### src/rtl/pswPkg.sv
package pswPkg;
  // Strobes from the control unit to the counting datapath
  typedef struct packed {
    logic reload;  // period ends: take new settings, restart counts
    logic step;    // ordinary cycle: advance counts
  } pswStrobeT;
endpackage

### src/rtl/pswDatapath.sv
module pswDatapath
  import pswPkg::*;
#(
  parameter int A_W = 5,
  parameter int B_W = 12
) (
  input  logic            clk,
  input  logic            rstN,
  input  pswStrobeT       strb,
  input  logic [A_W-1:0]  swallowA,
  input  logic [B_W-1:0]  mainB,
  input  logic            modeSel,
  output logic [B_W-1:0]  mainCnt,
  output logic [A_W-1:0]  swallowCnt,
  output logic            actMode
);
  localparam logic [B_W-1:0] MAIN_ONE = B_W'(1);
  localparam logic [A_W-1:0] SWAL_ONE = A_W'(1);

  // mainCnt: cycles left in the period including the current one
  // swallowCnt: long cycles left including the current one
  always_ff @(posedge clk or negedge rstN) begin
    if (!rstN) begin
      mainCnt    <= '0;
      swallowCnt <= '0;
      actMode    <= 1'b0;
    end else if (strb.reload) begin
      mainCnt    <= mainB;
      swallowCnt <= swallowA;
      actMode    <= modeSel;
    end else if (strb.step) begin
      mainCnt <= mainCnt - MAIN_ONE;
      if (swallowCnt != '0) swallowCnt <= swallowCnt - SWAL_ONE;
    end
  end


  mainstep_chk: assert property (@(posedge clk) disable iff (!rstN)
    strb.step |=> mainCnt == $past(mainCnt) - MAIN_ONE);


  modehold_chk: assert property (@(posedge clk) disable iff (!rstN)
    !strb.reload |=> $stable(actMode));
endmodule

### src/rtl/pswControl.sv
module pswControl
  import pswPkg::*;
#(
  parameter int A_W  = 5,
  parameter int B_W  = 12,
  parameter int P_LO = 16,
  parameter int P_HI = 19
) (
  input  logic            clk,
  input  logic            rstN,
  input  logic [B_W-1:0]  mainCnt,
  input  logic [A_W-1:0]  swallowCnt,
  input  logic [A_W-1:0]  swallowA,
  input  logic [B_W-1:0]  mainB,
  input  logic            modeSel,
  output pswStrobeT       strb,
  output logic            modCtl,
  output logic            divPulse,
  output logic            cfgValid
);
  localparam logic [B_W-1:0] MAIN_ONE = B_W'(1);
  localparam logic [B_W-1:0] MAIN_TWO = B_W'(2);
  localparam logic [A_W-1:0] SWAL_ONE = A_W'(1);
  localparam logic [B_W-1:0] PMIN_LO  = B_W'(P_LO);
  localparam logic [B_W-1:0] PMIN_HI  = B_W'(P_HI);

  logic           lastNow;
  logic [B_W-1:0] swallowWide;
  logic [B_W-1:0] pMin;

  // counts at 0 (after reset) or 1 (last cycle) both end the period
  assign lastNow     = (mainCnt <= MAIN_ONE);
  assign strb.reload = lastNow;
  assign strb.step   = !lastNow;

  // Outputs are registered from the next-state view so the prescaler
  // sees clean flop outputs with no decode glitches
  always_ff @(posedge clk or negedge rstN) begin
    if (!rstN) begin
      modCtl   <= 1'b0;
      divPulse <= 1'b0;
    end else if (lastNow) begin
      modCtl   <= (swallowA != '0);
      divPulse <= (mainB == MAIN_ONE);
    end else begin
      modCtl   <= (swallowCnt > SWAL_ONE);
      divPulse <= (mainCnt == MAIN_TWO);
    end
  end

  assign swallowWide = {{(B_W-A_W){1'b0}}, swallowA};
  assign pMin        = modeSel ? PMIN_HI : PMIN_LO;
  assign cfgValid    = (mainB >= swallowWide) && (mainB >= pMin);


  modctl_swallow_chk: assert property (@(posedge clk) disable iff (!rstN)
    modCtl == (swallowCnt != '0));


  pulse_last_chk: assert property (@(posedge clk) disable iff (!rstN)
    divPulse == (mainCnt == MAIN_ONE));


  pulse_single_chk: assert property (@(posedge clk) disable iff (!rstN)
    (divPulse && (mainB != MAIN_ONE)) |=> !divPulse);
endmodule

### src/rtl/pswDivider.sv
module pswDivider
  import pswPkg::*;
#(
  parameter int A_W  = 5,
  parameter int B_W  = 12,
  parameter int P_LO = 16,
  parameter int P_HI = 19
) (
  input  logic            clkIn,
  input  logic            rstN,
  input  logic [A_W-1:0]  swallowA,
  input  logic [B_W-1:0]  mainB,
  input  logic            modeSel,
  output logic            modCtl,
  output logic            presMode,
  output logic            divPulse,
  output logic            cfgValid
);
  pswStrobeT      strb;
  logic [B_W-1:0] mainCnt;
  logic [A_W-1:0] swallowCnt;

  pswControl #(.A_W(A_W), .B_W(B_W), .P_LO(P_LO), .P_HI(P_HI)) uCtrl (
    .clk        (clkIn),
    .rstN       (rstN),
    .mainCnt    (mainCnt),
    .swallowCnt (swallowCnt),
    .swallowA   (swallowA),
    .mainB      (mainB),
    .modeSel    (modeSel),
    .strb       (strb),
    .modCtl     (modCtl),
    .divPulse   (divPulse),
    .cfgValid   (cfgValid)
  );

  pswDatapath #(.A_W(A_W), .B_W(B_W)) uPath (
    .clk        (clkIn),
    .rstN       (rstN),
    .strb       (strb),
    .swallowA   (swallowA),
    .mainB      (mainB),
    .modeSel    (modeSel),
    .mainCnt    (mainCnt),
    .swallowCnt (swallowCnt),
    .actMode    (presMode)
  );
endmodule

### config.mk
export PLATFORM = sky130hd
export DESIGN_NAME = pswDivider
export DESIGN_NICKNAME = d
export VERILOG_FILES = /design/src/rtl/pswPkg.sv /design/src/rtl/pswDatapath.sv /design/src/rtl/pswControl.sv /design/src/rtl/pswDivider.sv
export SDC_FILE = /design/constraint.sdc
export NUM_CORES = 1
export LEC_CHECK = 0
export BUFFER_PORTS_ARGS = -buffer_cell sky130_fd_sc_hd__buf_2
export CAP_MARGIN = 20
export CORE_UTILIZATION = 45
export CTS_CLUSTER_SIZE = 30
export DETAILED_ROUTE_END_ITERATION = 16
export PLACE_DENSITY_LB_ADDON = 0.08
export SETUP_SLACK_MARGIN = 0.4
export SYNTH_ARGS = -nofsm -noshare
export SYNTH_HDL_FRONTEND = slang
export SYNTH_SLANG_ARGS = --single-unit
### constraint.sdc
create_clock -name clkIn -period 2.3 [get_ports clkIn]
set_clock_uncertainty 0.1 [all_clocks]
set_input_delay 0.115 -clock clkIn [delete_from_list [all_inputs] [get_ports clkIn]]
set_output_delay 0.115 -clock clkIn [all_outputs]
set_load 0.005 [all_outputs]
# Yosys cells after proc, flatten, opt, wreduce, memory -nomap -nowiden
# Cells that the tools add are included.
dict set report totals {
  regBits 20
  in_bits 20
  output_inout_bits 4
  elab_cells 23
}
dict set report classes {
  addsub 2
  magnitude_cmp 4
  eq_ne 2
  n_mux 6
  n_reduce_logical 4
}
# op count
set op_table {}
lappend op_table {{12-bit by 1-bit == test with 1-bit output (second input constant)} 1}
lappend op_table {{12-bit by 2-bit == test with 1-bit output (second input constant)} 1}
lappend op_table {{12-bit greater-or-equal comparator} 1}
lappend op_table {{12-bit by 5-bit greater-or-equal comparator with 1-bit output} 1}
lappend op_table {{12-bit by 1-bit less-or-equal comparator with 1-bit output (second input constant)} 1}
lappend op_table {{12-bit two-way mux} 1}
lappend op_table {{12-bit by 1-bit subtractor with 12-bit output (second input constant)} 1}
lappend op_table {{5-bit two-way mux} 2}
lappend op_table {{5-bit nonzero test} 2}
lappend op_table {{5-bit by 1-bit greater-than comparator with 1-bit output (second input constant)} 1}
lappend op_table {{5-bit by 1-bit subtractor with 5-bit output (second input constant)} 1}
lappend op_table {{1-bit two-way mux} 2}
lappend op_table {{2-bit two-way mux} 1}
lappend op_table {{2-bit nonzero test} 1}
lappend op_table {{1-bit logical AND} 1}

# Logic depth before layout (Yosys ltp)
dict set report depth {
  word_depth 3
  depth_mapped 7
  ltp_nobuf 6
}

# Modules after synthesis
# A second synthesis with hierarchy kept.
dict set report hier_totals {
  hier_cells 167
  area_unflattened_um2 1519.0
}
# module instances cells_per_inst area_each_um2 seq_area_each_um2
set modules_own_cells {}
lappend modules_own_cells {pswDatapath 1 122 1151.1 450.4}
lappend modules_own_cells {pswControl 1 45 367.9 50.0}

# Least setup slack after synthesis
# OpenSTA, ideal clock, no wires.
dict set report synth_timing {
  kind {register -> register}
  start {reg uPath.mainCnt[0]}
  end {reg uPath.mainCnt[0]}
  setup_ns 0.127
  arrival_ns 1.506
  required_ns 2.073
  setup_slack_ns 0.567
  path_stages_with_launch 8
  path_buffers 1
  period_less_slack_ns 1.733
  cell_sequence {dfrtp_1 inv_1 ha_1 nor2_2 or3_4 clkbuf_1 nor3_1 a21oi_1}
}
dict set report synth_via {
  elab_chain_len 2
  elab_cells_between_ends 3
  cone_classes {1 x add/sub; 1 x order compare; 1 x mux}
}
# element line
set synth_lines {}
lappend synth_lines {{from (decl)} pswDatapath.sv:13} ;# output logic [B_W-1:0] mainCnt,
lappend synth_lines {{from (signal assigned)} pswDatapath.sv:28} ;# mainCnt <= mainB;
lappend synth_lines {{from (signal assigned)} pswDatapath.sv:32} ;# mainCnt <= mainCnt - MAIN_ONE;
lappend synth_lines {{12-bit by 1-bit subtractor with 12-bit output or 12-bit by 1-bit less-or-equal comparator with 1-bit output (tied branches)} {pswDatapath.sv:32, pswControl.sv:32}}
lappend synth_lines {{12-bit two-way mux (*)} pswDatapath.sv:27} ;# end else if (strb.reload) begin
# Mark *: on every way between the ends. The rest lies on a longest branch, timed or not.
# A chain may end at the register's enable or synchronous reset.

# Final worst setup path
dict set report layout_timing {
  start {reg uPath.mainCnt[0]}
  end {reg uPath.mainCnt[10]}
}
# Same word-level chain as after synthesis.

==> results.md <==
* Status: finished, violations left
* Crit Path Class: flop to flop
* Root buffer cell: clkbuf_4
* Hold slack at 0.00388 ns
* Post-Syn Area at 1390 µm²
* Reg2reg end: uPath.mainCnt[10]
* Violated checks: DRC
* Post-DR vias/cell at 5.64
* Setup crit start: uPath.mainCnt[0]
* Initial antenna violation count at 0
* Post-synthesis simple-gate area fraction at 25.1%
* Congestion Overflow GR at 0
* Clk pwr share at 13.5%
* Die height at 57.6 µm
* Die area at 3320 µm²
* Maximum VDD drop at 0.605 mV
* Max_slew headroom at 64.2%
* Lkg Pwr at 0.754 nW
* Total CTS buffers at 3
* Routed WL per cell at 15.1 µm
* Wire length of the first global-routing pass at 5280 µm
* Share of layout cells above drive strength 1 at 26.9%
* Total number of vias at 1202
* Worst setup endpoint: uPath.mainCnt[10]
* Starting DRC count in detailed routing at 43
* Core area at 2850 µm²
* WP data required at 2.42 ns
* Yosys top cell by area: dfrtp_1
* Crit path DAT at 1.93 ns
* H-tree depth at 1
* Crit. End Element: flop
* Int Pwr at 0.938 mW
* GR Util All Layers at 20.9%
* Initial core utilization at 48.7%
* DRC viols at 1
* Min Tclk post-route at 1.81 ns
* Worst reg2reg setup slack at 0.49 ns
* Post-Synth Adder-Cell Area at 10.8%
* RSZ-0062 raised after global routing: true
* CTS tree: built
* Hold Crit Start: swallowA[0]
* Clock transition at the registers of the reported paths at 0.12 ns
* Mux cell area share after synthesis at 7.65%
* Least-Margin Pin Slew at 0.532 ns
* Min-delay worst type: input pin to flop
* Final net count at 215
* Number of max-cap violations at 0
* Die W at 57.6 µm
* Antenna Nets Post-Route at 0
* Synth area leaders: dfrtp_1 (36%), ha_1 (11%), nor3_1 (5.8%)
* Cells after synthesis at 143
* Syn Nets at 175
* Largest family of logic cells by synthesized area: simple AND/OR/NAND/NOR gates
* Clock Tree Buf Depth at 2
* HPWL after DPL at 2160 µm
* Worst skew pair latency at 0.31 ns
* Vias in the first global route at 1128
* FF+latch count, synth at 20
* # setup viols final at 0
* Pin count of the biggest net entering global routing at 21
* Reg2reg start: uPath.mainCnt[0]
* Worst Reg-to-Reg Cells at 6
* Commonest non-fill, non-tap cell in the layout: buf_2
* Setup TNS at 0 ns
* Antenna cells at 0
* Most frequent cells in the layout: buf_2 (23), dfrtp_1 (19), nor3_1 (16)
* Placer Congestion at 0.770
* CP max FO at 6
* Buffers on Ports at 23
* Flop pwr share at 45.6%
* Area Overhead vs Synth at 26.6%
* Pre-Repair DR Iteration Count at 12
* Period utilisation layout at 78.7%
* Max Fclk at 553 MHz
* Total net switching power at 0.663 mW
* Synth top area share at 36.0%
* Switching share of power at 41.4%
* Yosys warnings at 0
* Slew Viols, Final at 0
* Post-Route WL at 3220 µm
* Avg Synthesized Cell Area at 9.72 µm²
* XOR/XNOR share of the synthesized area at 5.04%
* Compound-gate portion of the synthesized area at 10.7%
* Rows at 19
* Combinational Power Share at 40.9%
* Fin. Hold Viols at 0
* Distinct cells, synth at 39
* Post-synthesis sequential area ratio at 36.0%
* Startpoint types: flop
* Clock sinks at 20
* Hold path cells at 3
* PD cells at 909 nW/µm²
* Num ports at 24
[power groups by stage]
stage | logic, mW | registers [mW] | clock network, mW
2_1_floorplan | 0.519 | 0.636 | 0
4_1_cts | 0.615 | 0.695 | 0.221
3_5_place_dp | 0.594 | 0.696 | 0
6_report | 0.655 | 0.729 | 0.216
5_1_grt | 0.737 | 0.754 | 0.231
3_3_place_gp | 0.578 | 0.686 | 0
[worst max-delay path: stages (launching register included)]
cell      delay [ns]
dfrtp_2         0.46
inv_1           0.13
ha_4            0.17
nor3b_4         0.28
nor4b_4         0.26
a311oi_1        0.09
a311oi_1        0.23
[how the worst min path moves through the flow]
stage	end	slack, ns
2_1_floorplan	uCtrl.divPulse	-0.28
6_report	uPath.swallowCnt[0]	0.004
3_5_place_dp	uCtrl.modCtl	0.0006
5_1_grt	uPath.mainCnt[2]	0.02
3_3_place_gp	uCtrl.modCtl	-0.003
4_1_cts	uPath.swallowCnt[0]	0.002
[cells in the mapped netlist (all sizes together)]
cell type	count
o21a	1
xnor2	8
a2111o	1
or3	2
nor4	7
buf	2
inv	11
a31oi	1
mux2i	5
ha	12
nand3	3
o31a	2
or4	3
o2bb2ai	1
dfrtp	20
nand2	9
nand2b	2
clkbuf	2
nor4b	2
o21ai	2
nor3b	1
a21oi	14
nor3	17
a311oi	2
nor2b	1
mux2	5
and2	1
nor2	6
[kinds of logic (layout without fill, tap and decap cells)]
family,count (synthesis),count (layout)
buffers and inverters,15,54
AND/OR/NAND/NOR,54,54
XOR/XNOR,8,8
adder cells (fa/ha/maj),12,12
flip-flops,20,20
multiplexers,10,10
AO/OA/AOI/OAI,24,24
[state kept, by name, summed over array words and instances (netlist names)]
signal,count
uPath.swallowCnt,5
uCtrl.divPulse,1
uPath.mainCnt,12
uPath.actMode,1
uCtrl.modCtl,1
[per-layer routing]
metal | track usage (%) | share of wire (%)
met3 | 2.72 | 2.5
met2 | 33.7 | 48
met4 | 7.67 | 0.78
met5 | 0 | 0
met1 | 28.7 | 48
[what timing repair did]
| item | in CTS | in global routing |
|---|---|---|
| hold buffers | 11 | 0 |
| resized for setup | 1 | 8 |
| hold endpoints to repair | 30 | 0 |
| buffers inserted | 4 | 1 |
| endpoints found under the setup margin | 5 | 17 |
| pin swaps | 1 | 1 |
| gates cloned | 0 | 0 |
[stage by stage]
stage / area (µm²) / power, mW / std cells / setup slack (ns) / utilization (%)
6_report: 1760 / 1.60 / 213 / 0.490 / 61.7
5_1_grt: 1760 / 1.72 / 213 / 0.373 / 61.7
4_1_cts: 1700 / 1.53 / 212 / 0.424 / 59.7
3_5_place_dp: 1520 / 1.29 / 193 / 0.353 / 53.3
3_3_place_gp: 1520 / 1.26 / 193 / 0.409 / 53.3
2_1_floorplan: 1390 / 1.15 / 143 / 0.567 / -
[layout make-up]
class,instances,area (µm²)
clock buffers,4,36.3
fillers,258,1090
inverters,11,41.3
multi-input cells,108,880
flip-flops and latches,20,502
well taps,31,38.8
repair buffers,39,263
Power figures use the tool's default switching activity.
